### src/rtl/console_mmio_pkg.sv
package console_mmio_pkg;

  typedef enum logic [2:0] {
    SEL_ZERO,
    SEL_KSTAT,
    SEL_KCHAR,
    SEL_DSTAT,
    SEL_CTRL,
    SEL_MEM
  } rdSel_e;

  typedef struct packed {
    logic   kStatWr;
    logic   kCharRd;
    logic   dStatWr;
    logic   dCharWr;
    logic   ctrlWr;
    rdSel_e rdSel;
  } ioStrb_t;

endpackage

### src/rtl/console_mmio_ctrl.sv
module console_mmio_ctrl
  import console_mmio_pkg::*;
#(
  parameter int ADDR_W = 16,
  parameter logic [ADDR_W-1:0] IO_BASE = 16'hFE00,
  parameter logic [ADDR_W-1:0] KSTAT_A = 16'hFE00,
  parameter logic [ADDR_W-1:0] KCHAR_A = 16'hFE02,
  parameter logic [ADDR_W-1:0] DSTAT_A = 16'hFE04,
  parameter logic [ADDR_W-1:0] DCHAR_A = 16'hFE06,
  parameter logic [ADDR_W-1:0] CTRL_A  = 16'hFFFE
) (
  input  logic [ADDR_W-1:0] busAddr,
  input  logic              busRead,
  input  logic              busWrite,
  output ioStrb_t           strb,
  output logic              memRead,
  output logic              memWrite
);

  logic ioPage;
  assign ioPage   = (busAddr >= IO_BASE);
  assign memRead  = busRead  && !ioPage;
  assign memWrite = busWrite && !ioPage;

  always_comb begin
    strb       = '0;
    strb.rdSel = SEL_ZERO;
    if (!ioPage) begin
      strb.rdSel = SEL_MEM;
    end else begin
      unique case (busAddr)
        KSTAT_A: begin strb.rdSel = SEL_KSTAT; strb.kStatWr = busWrite; end
        KCHAR_A: begin strb.rdSel = SEL_KCHAR; strb.kCharRd = busRead;  end
        DSTAT_A: begin strb.rdSel = SEL_DSTAT; strb.dStatWr = busWrite; end
        DCHAR_A: begin strb.dCharWr = busWrite; end
        CTRL_A:  begin strb.rdSel = SEL_CTRL;  strb.ctrlWr  = busWrite; end
        default: ;
      endcase
    end
  end

endmodule

### src/rtl/console_mmio_dp.sv
module console_mmio_dp
  import console_mmio_pkg::*;
#(
  parameter int DATA_W = 16,
  parameter int CHAR_W = 8
) (
  input  logic              clk,
  input  logic              rstN,
  input  ioStrb_t           strb,
  input  logic [DATA_W-1:0] busWdata,
  output logic [DATA_W-1:0] busRdata,
  input  logic [DATA_W-1:0] memRdata,
  input  logic              kbdValid,
  input  logic [CHAR_W-1:0] kbdData,
  output logic              dispValid,
  output logic [CHAR_W-1:0] dispData,
  input  logic              dispReady,
  output logic              runEn,
  output logic              kbdIrq,
  output logic              dispIrq
);

  localparam int FLAG_BIT = DATA_W - 1;
  localparam int IE_BIT   = DATA_W - 2;

  logic              kbdReady, kbdIe, dispBusy, dispIe, runLatch;
  logic [CHAR_W-1:0] kbdChar, dispChar;
  logic              dispDone;

  assign dispDone = !dispBusy;

  always_ff @(posedge clk) begin
    if (!rstN) begin
      kbdReady <= 1'b0;
      kbdIe    <= 1'b0;
      kbdChar  <= '0;
      dispBusy <= 1'b0;
      dispIe   <= 1'b0;
      dispChar <= '0;
      runLatch <= 1'b1;
    end else begin
      // a fresh character beats a concurrent data read
      if (strb.kCharRd) kbdReady <= 1'b0;
      if (kbdValid) begin
        kbdReady <= 1'b1;
        kbdChar  <= kbdData;
      end
      if (strb.kStatWr) kbdIe  <= busWdata[IE_BIT];
      if (strb.dStatWr) dispIe <= busWdata[IE_BIT];
      if (dispBusy && dispReady) dispBusy <= 1'b0;
      if (strb.dCharWr) begin
        dispBusy <= 1'b1;
        dispChar <= busWdata[CHAR_W-1:0];
      end
      if (strb.ctrlWr) runLatch <= busWdata[FLAG_BIT];
    end
  end

  always_comb begin
    busRdata = '0;
    unique case (strb.rdSel)
      SEL_KSTAT: begin busRdata[FLAG_BIT] = kbdReady; busRdata[IE_BIT] = kbdIe; end
      SEL_KCHAR: busRdata[CHAR_W-1:0] = kbdChar;
      SEL_DSTAT: begin busRdata[FLAG_BIT] = dispDone; busRdata[IE_BIT] = dispIe; end
      SEL_CTRL:  busRdata[FLAG_BIT] = runLatch;
      SEL_MEM:   busRdata = memRdata;
      default:   busRdata = '0;
    endcase
  end

  assign dispValid = dispBusy;
  assign dispData  = dispChar;
  assign runEn     = runLatch;
  assign kbdIrq    = kbdReady && kbdIe;
  assign dispIrq   = dispDone && dispIe;

endmodule

### src/rtl/console_mmio.sv
module console_mmio
  import console_mmio_pkg::*;
#(
  parameter int ADDR_W = 16,
  parameter int DATA_W = 16,
  parameter int CHAR_W = 8,
  parameter logic [ADDR_W-1:0] IO_BASE = 16'hFE00,
  parameter logic [ADDR_W-1:0] KSTAT_A = 16'hFE00,
  parameter logic [ADDR_W-1:0] KCHAR_A = 16'hFE02,
  parameter logic [ADDR_W-1:0] DSTAT_A = 16'hFE04,
  parameter logic [ADDR_W-1:0] DCHAR_A = 16'hFE06,
  parameter logic [ADDR_W-1:0] CTRL_A  = 16'hFFFE
) (
  input  logic              clk,
  input  logic              rstN,
  input  logic [ADDR_W-1:0] busAddr,
  input  logic              busRead,
  input  logic              busWrite,
  input  logic [DATA_W-1:0] busWdata,
  output logic [DATA_W-1:0] busRdata,
  output logic              memRead,
  output logic              memWrite,
  input  logic [DATA_W-1:0] memRdata,
  input  logic              kbdValid,
  input  logic [CHAR_W-1:0] kbdData,
  output logic              dispValid,
  output logic [CHAR_W-1:0] dispData,
  input  logic              dispReady,
  output logic              runEn,
  output logic              kbdIrq,
  output logic              dispIrq
);

  ioStrb_t strb;

  console_mmio_ctrl #(
    .ADDR_W(ADDR_W), .IO_BASE(IO_BASE), .KSTAT_A(KSTAT_A), .KCHAR_A(KCHAR_A),
    .DSTAT_A(DSTAT_A), .DCHAR_A(DCHAR_A), .CTRL_A(CTRL_A)
  ) uCtrl (
    .busAddr(busAddr), .busRead(busRead), .busWrite(busWrite),
    .strb(strb), .memRead(memRead), .memWrite(memWrite)
  );

  console_mmio_dp #(.DATA_W(DATA_W), .CHAR_W(CHAR_W)) uDp (
    .clk(clk), .rstN(rstN), .strb(strb), .busWdata(busWdata),
    .busRdata(busRdata), .memRdata(memRdata),
    .kbdValid(kbdValid), .kbdData(kbdData),
    .dispValid(dispValid), .dispData(dispData), .dispReady(dispReady),
    .runEn(runEn), .kbdIrq(kbdIrq), .dispIrq(dispIrq)
  );

endmodule

### config.mk
export PLATFORM = sky130hd
export DESIGN_NAME = console_mmio
export DESIGN_NICKNAME = d
export VERILOG_FILES = /design/src/rtl/console_mmio_pkg.sv /design/src/rtl/console_mmio_ctrl.sv /design/src/rtl/console_mmio_dp.sv /design/src/rtl/console_mmio.sv
export SDC_FILE = /design/constraint.sdc
export NUM_CORES = 1
export LEC_CHECK = 0
export BUFFER_PORTS_ARGS = -buffer_cell sky130_fd_sc_hd__clkbuf_2
export CORE_MARGIN = 2
export CORE_UTILIZATION = 36
export CTS_BUF_LIST = sky130_fd_sc_hd__clkbuf_4
export DETAILED_ROUTE_END_ITERATION = 8
export GPL_ROUTABILITY_DRIVEN = 0
export GPL_TIMING_DRIVEN = 0
export PLACE_DENSITY = 0.82
export SYNTH_ARGS = -nofsm -noshare
export SYNTH_HDL_FRONTEND = slang
export SYNTH_SLANG_ARGS = --single-unit
### constraint.sdc
create_clock -name clk -period 1.4 [get_ports clk]
set_input_delay 0.28 -clock clk [delete_from_list [all_inputs] [get_ports clk]]
set_output_delay 0.28 -clock clk [all_outputs]
set_load 0.01 [all_outputs]
==> metrics.cfg, run 1 <==
[status]
violations = negative setup slack
status = finished with violations

[route]
wl_um = 3360
drt_iter0_drc = 10
first_pass_iters = 4
wl_per_cell_um = 12.6
drc = 0
vias = 1297
detail-route-antenna-nets = 0
viasPerCell = 4.86

[clocking]
clk_pin_slew_ns = 0.11
cts_buffers = 3
clock-sinks = 21
cts_max_level = 1
cts_tree = done
root_buffer = clkbuf_4
cts.path.max_buffers = 2
clock_latency_ns = 0.30

[synthesis]
synth.cell_area_mm2 = 0.00115
yosysWarningCount = 0
syn_nets = 188
netlist_instances = 126
syn_avg_cell_area_um2 = 9.13
synth_seq_cells = 21
synth.distinct_cells = 30
ys_seq_area_share_pct = 36.6

[timing]
slew_violations = 0
worstMarginPinSlew_ns = 0.588
skew_ns = 0
finalCritPeriodShare_pct = 125
setup_ws_ns = -0.351
relSlewSlack_pct = 60.8
hold_violations = 0
fin_crit_ns = 1.75
rsz0062_at_grt = true
setup_violations = 12
finalSetupTns_ns = -3.28
clock.fmax_ghz = 0.571

[global_routing]
grt_max_degree = 12
grt_pass1_wl_um = 5110
antenna_found_initial = 0
grt_overflow = 0
grt_usage_pct = 18.4
grt_pass1_vias = 1226

[setup_path]
max_stage_delay_ns = 0.36
worstPathMaxFanout = 8
reg2reg_from = uDp.dispValid
crit_arrival_ns = 1.47
crit_buf_inv = 2
cp.required_ns = 1.12
crit_family = simple AND/OR/NAND/NOR gates
path_cells = clkbuf_2 -> and4b_1 -> nand3_2 -> nor3_4 -> a22o_1 -> buf_2
cp_slowest_cell = nor3_4
end_kind = output pin
critPathKind = in2out
crit_path_start_kind = input port
critical_path.startpoint = busAddr[0]

[cells_and_area]
syn_to_final_growth_pct = 56.3
design_area_mm2 = 0.00180
nets = 286
stdcell_count = 267
antenna_cells = 0
final_layout_size_suffix_gt1_share_pct = 49.3

[power]
powerDensity_mw_per_mm2 = 651
irDropWorstVdd_uv = 437
power_leakage_nw = 0.850

[run]
maxCapViolations = 0

[floorplanning]
num_io_pins = 92
die_w_um = 60.5
rows = 20
die_area_mm2 = 0.00366
die_h_um = 60.5
initial_core_util_pct = 37.7
fp.coreArea_mm2 = 0.00305

[hold_path]
worstHoldStart = busWdata[7]
holdCritPathClass = in2reg

[place]
place_hpwl_um = 2550
port_buffers = 83
dpl_cell_area_mm2 = 0.00163
dpl.cell_count = 253
dp_slack_ns = -0.398

## logic make-up after synthesis
kind of cell | after synthesis | synth area share [%]
buffers and inverters | 10 | 3.59
multiplexers | 11 | 9.58
flip-flops | 21 | 36.6
AND/OR/NAND/NOR | 51 | 29.6
AO/OA/AOI/OAI | 33 | 20.7
## report_power, final
part	switching, W	internal, W	total [W]
registers	0.00000766	0.000613	0.000621
logic	0.000107	0.000134	0.000241
clock network	0.000178	0.000130	0.000308
total	0.000293	0.000877	0.00117
## worst paths after layout
kind                      to  slack [ns]  cells past startpoint
min reg2reg  uDp.dispData[5]        0.48                      2
max reg2reg    uDp.dispValid        0.63                      3
max              busRdata[1]       -0.35                      6
min          uDp.dispData[7]        0.20                      3
## area by class of cell
cell class	count	area [µm²]
buffer	7	41.3
clock buffer	4	30.0
fill	297	1260
multi-input combinational	95	727
timing repair buffer	93	512
sequential	21	420
inverter	3	11.3
tap	44	55.1
## layer usage
layer	routed length, µm	vias up	part of all wire [%]	track usage, %
met2	1700	56	51	34.8
met4	52	0	1.5	4.35
met3	271	6	8.1	5.97
met5	0	-	0	0
met1	1340	577	40	19.8
li1	-	658	-	-
## worst register-to-register path: stages (launching register included)
cell	delay, ns
dfxtp_1	0.37
inv_1	0.07
o22ai_1	0.15
and2_1	0.13
## sequential cells by signal (all words and copies together), names as in the netlist
register / cells
uDp.kbdChar: 8
uDp.dispData: 8
uDp.dispValid: 1
uDp.kbdIe: 1
uDp.kbdReady: 1
uDp.dispIe: 1
uDp.runEn: 1
## Yosys cell counts
cell,number,area (µm²)
nor3_4,1,16.3
nor3b_1,1,7.51
o21ai_0,10,50.1
clkbuf_1,6,22.5
nor2_1,2,7.51
a21boi_1,8,60.1
o41a_1,1,11.3
and4b_1,1,10.0
nand4_2,1,12.5
nand4_1,4,25.0
o211ai_1,1,7.51
dfxtp_1,21,420
inv_1,3,11.3
o31ai_1,1,7.51
a2bb2oi_1,1,8.76
buf_4,1,7.51
nor2b_1,9,56.3
o41ai_1,1,8.76
and4_1,1,8.76
o22ai_1,1,6.26
nor3_1,1,5.00
nand2_1,6,22.5
o21a_1,1,7.51
a22o_1,8,70.1
nor4_4,1,21.3
and2_1,10,62.6
nand3_1,11,55.1
and3_1,1,6.26
mux2i_1,11,110
nor4b_4,1,23.8
## placed cells by master, fill, tap and decap left out, drive strengths merged, types with 2 or more instances in the layout
cell / instances
and2: 10
inv: 3
a22o: 8
nand4: 5
o21ai: 10
nand2: 6
a21boi: 8
clkbuf: 80
nor2: 2
nand3: 11
dfxtp: 21
nor2b: 9
mux2i: 11
buf: 24
nor3: 2
## stage by stage
stage	total power, W	utilization (%)	hold WS, ns
finish	0.00117	58.9	0.205
global route	0.00123	58.9	0.199
CTS	0.00117	57.3	0.194
detailed placement	0.000861	53.4	0.469
global placement	0.000857	53.4	0.458
floorplan	0.000737	-	0.431
## repair_timing
action,CTS,global route
endpoints found under the setup margin,18,29
hold buffers,0,0
buffers inserted,8,4
pin swaps,10,17
gates resized for setup,5,22
Note: power is estimated with default switching activity, not from simulation.
==> inputs of run 2 (changes only) <==
- clock period: 1.4 -> 1.6 ns (I/O delays scaled with it)
==> run 2 against run 1 <==
The run still ends with negative setup slack left. Sequential share of layout area is 0.21 points higher. Die area is the same. Via count decreased by 1.6%. Hold slack improved by 0.043 ns. Non-clock buffer count fell by 2. Cell count decreased by 0.75%. Critical path type unchanged.
==> metrics.cfg, run 2 (same netlist as run 1, synthesis figures left out) <==
[route]
drc = 0
wl_um = 3300
drt_iter0_drc = 43
detail-route-antenna-nets = 0
wl_per_cell_um = 12.5
first_pass_iters = 4
viasPerCell = 4.82
vias = 1276

[place]
port_buffers = 83
place_hpwl_um = 2590
dpl_cell_area_mm2 = 0.00162
dp_slack_ns = -0.323

[hold_path]
holdCritPathClass = in2reg

[setup_path]
max_stage_delay_ns = 0.32
path_cells = clkbuf_2 -> and4b_2 -> nand3_4 -> nor3_4 -> buf_6 -> a22o_1 -> buf_2
cp.required_ns = 1.28
end_kind = output pin
critPathKind = in2out
worstPathMaxFanout = 8
crit_path_start_kind = input port
cp_slowest_cell = and4b_2
crit_arrival_ns = 1.40

[timing]
finalCritPeriodShare_pct = 107
fin_crit_ns = 1.72
worstMarginPinSlew_ns = 0.592
slew_violations = 0
rsz0062_at_grt = true
setup_violations = 9
setup_ws_ns = -0.117
clock.fmax_ghz = 0.582
relSlewSlack_pct = 60.6
skew_ns = 0
hold_violations = 0

[floorplanning]
rows = 20
num_io_pins = 92
fp.coreArea_mm2 = 0.00305
die_h_um = 60.5
die_area_mm2 = 0.00366
initial_core_util_pct = 37.7
die_w_um = 60.5

[cells_and_area]
final_cell_mix = 69 x clkbuf_2, 21 x dfxtp_1, 11 x mux2i_1, 11 x buf_2
nets = 284
final_layout_size_suffix_gt1_share_pct = 48.0
design_area_mm2 = 0.00178
antenna_cells = 0
layout_commonest_cell = clkbuf_2
syn_to_final_growth_pct = 54.8

[global_routing]
grt_overflow = 0
antenna_found_initial = 0
grt_usage_pct = 18.7
grt_max_degree = 13
grt_pass1_vias = 1251
grt_pass1_wl_um = 5270

[status]
violations = negative setup slack
status = finished with violations

[clocking]
cts_max_level = 1
clock_latency_ns = 0.29
cts.path.max_buffers = 2
cts_buffers = 3
postCtsHoldBufs = 0
cts_tree = done
root_buffer = clkbuf_4
clk_pin_slew_ns = 0.11
clock-sinks = 21

[power]
power_leakage_nw = 0.843
powerDensity_mw_per_mm2 = 566
irDropWorstVdd_uv = 515

[run]
maxCapViolations = 0

run 2: per-stage QoR:
step / std cells / hold WS (ns) / setup TNS (ns) / power [W] / util, %
floorplan: 126 / 0.442 / 0 / 0.000643 / -
CTS: 261 / 0.237 / -1.54 / 0.00101 / 56.6
finish: 265 / 0.248 / -0.904 / 0.00101 / 58.3
global placement: 253 / 0.460 / -4.16 / 0.000747 / 53.1
detailed placement: 253 / 0.464 / -4.84 / 0.000752 / 53.1
global route: 265 / 0.229 / -1.31 / 0.00106 / 58.3
run 2: path summary, 6_finish.rpt:
check / from / to / slack, ns / cells after the start
worst min register to register: uDp.dispData[0] / uDp.dispData[0] / 0.48 / 2
worst min-delay path: busWdata[4] / uDp.dispData[4] / 0.25 / 3
worst max-delay path: busAddr[0] / busRdata[1] / -0.12 / 7
worst max register to register: uDp.dispValid / uDp.dispValid / 0.82 / 3
run 2: repair_timing:
action                     4_1_cts  5_1_grt
resized for setup               14       20
setup endpoints to repair       18       17
pin swaps                        8       12
buffers inserted                 4        4
run 2: cell type report:
class | count | area [µm²]
Clock inverter | 1 | 5.00
Fill cell | 285 | 1270
Buffer | 7 | 50.0
Inverter | 3 | 11.3
Clock buffer | 3 | 22.5
Multi-Input combinational cell | 95 | 716
Timing Repair Buffer | 91 | 500
Sequential cell | 21 | 420
Tap cell | 44 | 55.1
run 2: power breakdown:
group	switching (W)	internal [W]
clock	0.000161	0.0000931
combinational	0.0000937	0.000116
sequential	0.00000720	0.000536
run 2: layer usage:
layer	vias up	track usage [%]	part of all wire (%)	routed length (µm)
met1	570	20.2	42	1370
met4	0	1.86	0	0
li1	653	-	-	-
met2	53	36.5	50	1650
met5	-	0	0	0
met3	0	6.40	8.4	278
run 2: critical path, delay by kind of cell:
| family | cells | cell delay [ns] |
|---|---|---|
| simple gates | 3 | 0.61 |
| buf+inv | 3 | 0.34 |
| compound gates | 1 | 0.12 |
